**config.mk**
```make
export PLATFORM = sky130hd
export DESIGN_NAME = const_mult_lut
export DESIGN_NICKNAME = d
export VERILOG_FILES = /design/src/rtl/cmul_pkg.sv /design/src/rtl/cmul_slice_rom.sv /design/src/rtl/cmul_shift_sum.sv /design/src/rtl/cmul_out_stage.sv /design/src/rtl/const_mult_lut.sv
export SDC_FILE = /design/constraint.sdc
export NUM_CORES = 1
export LEC_CHECK = 0
export ABC_AREA = 1
export BUFFER_PORTS_ARGS = -buffer_cell sky130_fd_sc_hd__buf_2
export CAP_MARGIN = 5
export CORE_ASPECT_RATIO = 0.8
export CORE_UTILIZATION = 53
export CTS_CLUSTER_DIAMETER = 40
export DETAILED_ROUTE_END_ITERATION = 10
export GPL_TIMING_DRIVEN = 0
export PLACE_DENSITY = 0.76
export SLEW_MARGIN = 0
export SYNTH_ARGS = -nofsm -noshare
export SYNTH_HDL_FRONTEND = slang
export SYNTH_SLANG_ARGS = --single-unit
```
**constraint.sdc**
```tcl
create_clock -name clk -period 3.5 [get_ports clk]
set_input_delay 1.05 -clock clk [delete_from_list [all_inputs] [get_ports clk]]
set_output_delay 1.05 -clock clk [all_outputs]
set_load 0.01 [all_outputs]
```
**src/rtl/cmul_pkg.sv**
```systemverilog
// Package: shared sizing helpers for the table-driven constant multiplier.
// Assumes the operand width is a whole multiple of the slice width.
package cmul_pkg;

    // Number of slices that cover an operand of width opw.
    function automatic int slice_count(input int opw, input int slice);
        return opw / slice;
    endfunction

    // Width of one partial product: slice bits plus constant bits.
    function automatic int pp_width(input int slice, input int cw);
        return slice + cw;
    endfunction

endpackage

```
**src/rtl/cmul_slice_rom.sv**
```systemverilog
// Module: cmul_slice_rom
// Purpose: a 2**SLICE-entry table of idx*KVAL, filled at elaboration time.
// Assumes: KVAL fits in CW bits, so every entry fits in SLICE+CW bits.
module cmul_slice_rom #(
    parameter int SLICE = 4,
    parameter int CW    = 8,
    parameter int KVAL  = 171
) (
    input  logic [SLICE-1:0]    idx,
    output logic [SLICE+CW-1:0] pp
);
    localparam int DEPTH = 2 ** SLICE;
    localparam int PPW   = SLICE + CW;

    logic [PPW-1:0] tbl [DEPTH];

    // Fill each table entry with its index times the constant.
    for (genvar e = 0; e < DEPTH; e++) begin : g_entry
        assign tbl[e] = PPW'(e * KVAL);
    end

    // Look up the partial product for this slice.
    assign pp = tbl[idx];
endmodule

```
**src/rtl/cmul_shift_sum.sv**
```systemverilog
// Module: cmul_shift_sum
// Purpose: weights each slice partial product by 2**(SLICE*position) and adds them.
// Assumes: PW is wide enough to hold the full product, so the sum never wraps.
module cmul_shift_sum #(
    parameter int NSLICE = 2,
    parameter int PPW    = 12,
    parameter int SLICE  = 4,
    parameter int PW     = 16
) (
    input  logic [NSLICE*PPW-1:0] pp_flat,
    output logic [PW-1:0]         sum
);
    // Accumulate the shifted partial products.
    always_comb begin
        sum = '0;
        for (int i = 0; i < NSLICE; i++) begin
            sum = sum + (PW'(pp_flat[i*PPW +: PPW]) << (i * SLICE));
        end
    end
endmodule

```
**src/rtl/cmul_out_stage.sv**
```systemverilog
// Module: cmul_out_stage
// Purpose: optional output register for the product and its valid flag.
// Assumes: synchronous active-low reset; the product loads only on valid cycles.
module cmul_out_stage #(
    parameter int PW      = 16,
    parameter bit OUT_REG = 1'b1
) (
    input  logic          clk,
    input  logic          rst_n,
    input  logic          d_valid,
    input  logic [PW-1:0] d_prod,
    output logic          q_valid,
    output logic [PW-1:0] q_prod
);
    if (OUT_REG) begin : g_reg
        // Register the valid flag every cycle and the product on valid only.
        always_ff @(posedge clk) begin
            if (!rst_n) begin
                q_valid <= 1'b0;
                q_prod  <= '0;
            end else begin
                q_valid <= d_valid;
                if (d_valid) q_prod <= d_prod;
            end
        end
    end else begin : g_pass
        // Pass the result straight through with no register.
        assign q_valid = d_valid;
        assign q_prod  = d_prod;
    end
endmodule

```
**src/rtl/const_mult_lut.sv**
```systemverilog
// Module: const_mult_lut (top)
// Purpose: multiplies an unsigned operand by the constant KVAL through slice tables.
// Assumes: OPW is a multiple of SLICE and KVAL < 2**CW.
module const_mult_lut #(
    parameter int OPW     = 8,
    parameter int CW      = 8,
    parameter int SLICE   = 4,
    parameter int KVAL    = 171,
    parameter bit OUT_REG = 1'b1
) (
    input  logic               clk,
    input  logic               rst_n,
    input  logic               in_valid,
    input  logic [OPW-1:0]     operand,
    output logic               out_valid,
    output logic [OPW+CW-1:0]  product
);
    import cmul_pkg::*;

    localparam int NSLICE = slice_count(OPW, SLICE);
    localparam int PPW    = pp_width(SLICE, CW);
    localparam int PW     = OPW + CW;

    logic [NSLICE*PPW-1:0] pp_flat;
    logic [PW-1:0]         raw_prod;

    // One lookup table per operand slice.
    for (genvar s = 0; s < NSLICE; s++) begin : g_slice
        cmul_slice_rom #(.SLICE(SLICE), .CW(CW), .KVAL(KVAL)) u_rom (
            .idx (operand[s*SLICE +: SLICE]),
            .pp  (pp_flat[s*PPW +: PPW])
        );
    end

    cmul_shift_sum #(.NSLICE(NSLICE), .PPW(PPW), .SLICE(SLICE), .PW(PW)) u_sum (
        .pp_flat (pp_flat),
        .sum     (raw_prod)
    );

    cmul_out_stage #(.PW(PW), .OUT_REG(OUT_REG)) u_out (
        .clk     (clk),
        .rst_n   (rst_n),
        .d_valid (in_valid),
        .d_prod  (raw_prod),
        .q_valid (out_valid),
        .q_prod  (product)
    );
endmodule

```
# After elaboration in Yosys (flattened, before gate mapping)
# Memories as Yosys holds them, arrays and structs flattened.
# Index checks and enable logic that the tools add are counted.
[totals] regBits=17 mem_bits_ro=384 output_inout_bits=17 n_memories=2
[memory_table] name="(name not given)" words=16 word_bits=12 rd=1 rd_ports_with_merged_regs=0 wr=0 line="cmul_slice_rom.sv:23" text="assign pp = tbl[idx];"
[memory_table] name="(name not given)" words=16 word_bits=12 rd=1 rd_ports_with_merged_regs=0 wr=0 line="cmul_slice_rom.sv:23"
[op_classes] addsub=1 magnitude_cmp=2 muxes=4 bitwise=2
[ops] cell="two-way mux 12 bit" n=4
[ops] cell="adder 12 x 16 -> 16 bit" n=1
[ops] cell="greater-or-equal comparator 5 bit (second input constant)" n=2
[ops] cell="NOT 4 -> 5 bit" n=2

# Depth between registers and ports, before layout
[logic_depth] depth_word=5 depth_mapped=22

# Hierarchy
# A second synthesis with hierarchy kept.
[hier_totals] hier_cells=303 hier_area_um2=1835.5
[modules_own_cells] module="cmul_out_stage" instances=1 cells_each=105 area_each_um2=721.9 seq_area_each_um2=340.3
[modules_own_cells] module="cmul_shift_sum" instances=1 cells_each=108 area_each_um2=578.1 seq_area_each_um2=0.0
[modules_own_cells] module="cmul_slice_rom (g_slice[0].u_rom)" instances=1 cells_each=45 area_each_um2=272.8 seq_area_each_um2=0.0
[modules_own_cells] module="cmul_slice_rom (g_slice[1].u_rom)" instances=1 cells_each=45 area_each_um2=262.8 seq_area_each_um2=0.0

# Worst setup path after synthesis
# Ideal clock, no wire load.
[synth_timing] kind="input -> register" from="in operand[1]" to="reg u_out.q_prod[10]" setup_ps=116 arrival_time_ps=3004 slack_ps=380 cell_stages=17 path_buffers=0 path_cell_list="inv_1 > ha_1 > inv_1 > nand2_1 > nand3_1 > nand2_2 > inv_2 > ha_1 > fa_1 > a31oi_1 > o21ai_0 > nand2_1 > nand2_1 > nand2_1 > nand3_1 > o211ai_1 > inv_1"
[synth_between] elab_chain_len=5
[synth_rtl] element="start, declared" line="const_mult_lut.sv:14" text="input logic [OPW-1:0] operand,"
[synth_rtl] element="NOT 4 -> 5 bit (implied by the code)" line="cmul_slice_rom.sv:23"
[synth_rtl] element="memory (16 x 12 bit)"
[synth_rtl] element="two-way mux 12 bit (implied by the code) (2 in a row)" line="cmul_slice_rom.sv:23"
[synth_rtl] element="adder 12 x 16 -> 16 bit" line="cmul_shift_sum.sv:17" text="sum = sum + (PW'(pp_flat[i*PPW +: PPW]) << (i * SLICE));"
[synth_rtl] element="end signal, assigned" line="cmul_out_stage.sv:23" text="if (d_valid) q_prod <= d_prod;"
[synth_rtl] element="end, declared" line="cmul_out_stage.sv:13" text="output logic [PW-1:0] q_prod"
# Every way passes these cells. The select of a mux whose other input is x is not followed.
# A chain may end at the register's enable or synchronous reset.

# Worst setup path in the final report
[layout_timing] from="in operand[0]" to="reg u_out.q_prod[10]"
# The elaborated chain is that of the path after synthesis.

==> results.md <==
- RSZ-0062 raised after global routing: no
- Placed cells: around 300
- Num rows: 17
- Post-CTS Setup Bufs: 0
- Io pins: 28
- Average vias per placed instance: about 5
- Reg-to-Reg End: u_out.q_prod[12]
- Most frequent cells in the layout: nand2_1 (50), inv_1 (39), buf_2 (25), nor2_1 (23)
- Layout cells sized above 1: between 20% and 30%
- Clock transition at path regs: around 0.07 ns
- Mux cell area share after synthesis: 0%
- Reg-to-Reg Start: u_out.q_prod[12]
- Arrival time worst endpoint: 3.40 ns
- Hold Path Class: reg2reg
- Crit path max fanout: 4
- Yosys warnings: 0
- Routability cong.: about 0.83
- Fraction of the mapped netlist area in compound gates: between 10% and 20%
- Critical path launch point type: primary input
- Synth Area per Inst: 6.58 sq um
- DRC viols: 0
- Die area: approximately 3200 sq um
- Setup violators final: 0
- Post-CTS resize count: 0
- Die width: ~63 um
- Area leader, netlist: dfxtp_1
- Max Cap Viol: 0
- Synth top area share: 21.5%
- Iteration-0 DRC Markers: between 50 and 60
- CTS root buf: clkbuf_8
- CTS Hold Bufs: 0
- Sink Count: 17
- Worst reg-to-reg path cell count: 4
- PD cells: about 350 nW/um^2
- Most Frequent Cell on Critical Path: nand2_1
- Layout area overhead: 13.4%
- Slew margin rel.: between 70% and 80%
- Top cells by area, synth: dfxtp_1 (21%), ha_1 (14%), nand2_1 (12%), inv_1 (9.2%), o21ai_0 (5.7%)
- CP Data Required Time: between 3 and 4 ns
- R2R Setup Slk: roughly 2.8 ns
- Tot Pwr: between 600 and 700 uW
- Most common cell after layout, fill and taps aside: nand2_1
- Synth Net Count: approximately 270
- Synth Area in Adders: 15.5%
- Post-Layout Cell Count: roughly 310
- Htree depth: 1
- Status: complete, no violations
- Crit path setup slack, layout: between 0.2 and 0.25 ns
- Critical path type: in2reg
- Unique masters post-synth: 33
- Max Slew Vio Count: 0
- Clk_skew: 0 ns
- Crit end category: flop
- Vias in the first global route: approximately 1300
- Vias: approximately 1500
- Min-delay src: u_out.q_prod[9]
- Buf/Inv on CP: 5
- Final Util: between 60% and 70%
- Antenna fix cells: 0
- Leakage: approximately 0.0010 uW
- Critical path cell sequence: buf_2 -> inv_1 -> ha_1 -> inv_1 -> nand2_1 -> nand3_1 -> nand2_2 -> inv_2 -> ha_1 -> fa_1 -> a31oi_1 -> o21ai_0 -> nand2_1 -> nand2_1 -> nand2_1 -> nand3_1 -> o211ai_1 -> inv_1
- Overflow after GRT: 0
- Wire length per cell: 10.4 um
- Worst vdd ir: approximately 210 uV
- Chip Height: between 50 and 60 um
- DPL Wire Length: 2620 um
- Family with the most delay on the worst path: adder cells
- Peak Freq: just over 300 MHz
- Slowest stage delay, CP: 0.42 ns
- Xor/xnor cell area share of the yosys netlist: 1.66%
- Hold endpoint: u_out.q_prod[9]
- Pre-CTS WS: -0.0136 ns
- Cell area after synthesis: 1590 sq um
- Initial DRT Pass Iterations: 4
- Core area: approximately 2800 sq um
- Simple-gate share of the synthesized area: about a third
- Sequential share of the synthesized area: a little over a fifth
- Synth Register Bits: 17
- TritonCTS clock tree: yes
- Total GRT Usage: between 20% and 30%
- Crit-path slowest cell: fa_1
- Global-route wire length before repair: around 5700 um
- Largest net degree at the start of global routing: 11
- Final WL: roughly 3200 um
- Slew @ Worst Pin: 0.443 ns
- Crit path time final: roughly 3.3 ns
- Antenna Nets Post-Route: 0
- Hold Vio Cnt, Final: 0
- I/O Buffers: 24
- Antenna violations before repair: 0
- Nets@finish: 300
- Clock buffer depth: 2
- Syn Inst Count: between 200 and 250
- Period utilization: approximately 93%
- Initial Util: between 50 and 60%
- Largest family of logic cells by synthesized area: simple AND/OR/NAND/NOR gates
- Worst skew pair latency: 0.25 ns
- TritonCTS Buffers: 3
- Hold Crit Depth: 2
synthesized netlist by cell type:
master    number
inv_4          3
xor2_1         3
o21ai_1        3
clkbuf_1       3
nand3_2        2
nand2_2        9
a21o_1         1
dfxtp_1       17
nor2_4         1
nand2_1       50
nor2_2         2
a31oi_1        3
buf_2          1
buf_4          1
nand3_1       13
buf_1          1
buf_6          1
nor3_1         2
inv_1         39
o21ai_0       18
or2_1          1
nand2_8        1
or2_2          1
nand4_1        1
o22ai_1        1
nand2_4        4
o211ai_1       6
fa_1           1
nor2_1        23
a21oi_1        8
inv_2          2
a21boi_0       1
ha_1          18
sequential cells by signal, indices dropped and copies added (netlist names):
name and flops:
u_out.q_valid 1, u_out.q_prod 16
worst max-delay path by stage:
stage | depth (start not counted) | end | startpoint | slack, ns
detailed placement | 18 | u_out.q_prod[10] | operand[0] | -0.01
finish | 18 | u_out.q_prod[10] | operand[0] | 0.24
CTS | 18 | u_out.q_prod[10] | operand[0] | 0.24
floorplan | 17 | u_out.q_prod[10] | operand[1] | 0.38
global route | 18 | u_out.q_prod[10] | operand[0] | 0.01
global placement | 18 | u_out.q_prod[10] | operand[0] | 0.006
tightest hold or removal path, stage by stage (launching register included):
cell and delay, ns:
dfxtp_1 0.33, o211ai_1 0.08, inv_1 0.05
power by group:
part / internal [uW] / switching, uW / leakage (uW)
registers: 213 / 7.87 / 0.000141
logic: 99.5 / 166 / 0.000880
clock network: 80.8 / 66.9 / 0.0000228
layout make-up:
class	instances	area, sq um
multi-input cells	173	1030
plain buffers	7	38.8
clock buffers	4	45.0
well taps	38	47.5
fillers	294	1010
inverters	44	173
repair buffers	24	120
flip-flops and latches	17	340
metrics by stage:
step / cell area (sq um) / hold slack, ns / TNS (ns)
floorplan: 1590 / 0.516 / 0
global placement: 1750 / 0.463 / 0
detailed placement: 1750 / 0.471 / -0.0267
CTS: 1800 / 0.489 / 0
global route: 1800 / 0.519 / 0
finish: 1800 / 0.487 / 0
kinds of logic after synthesis:
| kind of cell | Yosys count |
|---|---|
| flops | 17 |
| compound gates | 41 |
| simple gates | 110 |
| xor+xnor | 3 |
| fa+ha+maj | 19 |
| buf+inv | 51 |
per-layer routing:
| layer | up-vias | routed length (um) | track usage (%) | part of all wire (%) |
|---|---|---|---|---|
| met1 | 657 | 1510 | 28.9 | 47 |
| met2 | 28 | 1500 | 39.8 | 47 |
| met3 | 2 | 173 | 4.69 | 5.4 |
| met5 | - | 0 | 0 | 0 |
| met4 | 0 | 14 | 3.41 | 0.44 |
| li1 | 817 | - | - | - |
Note: power is estimated with default switching activity, not from simulation.
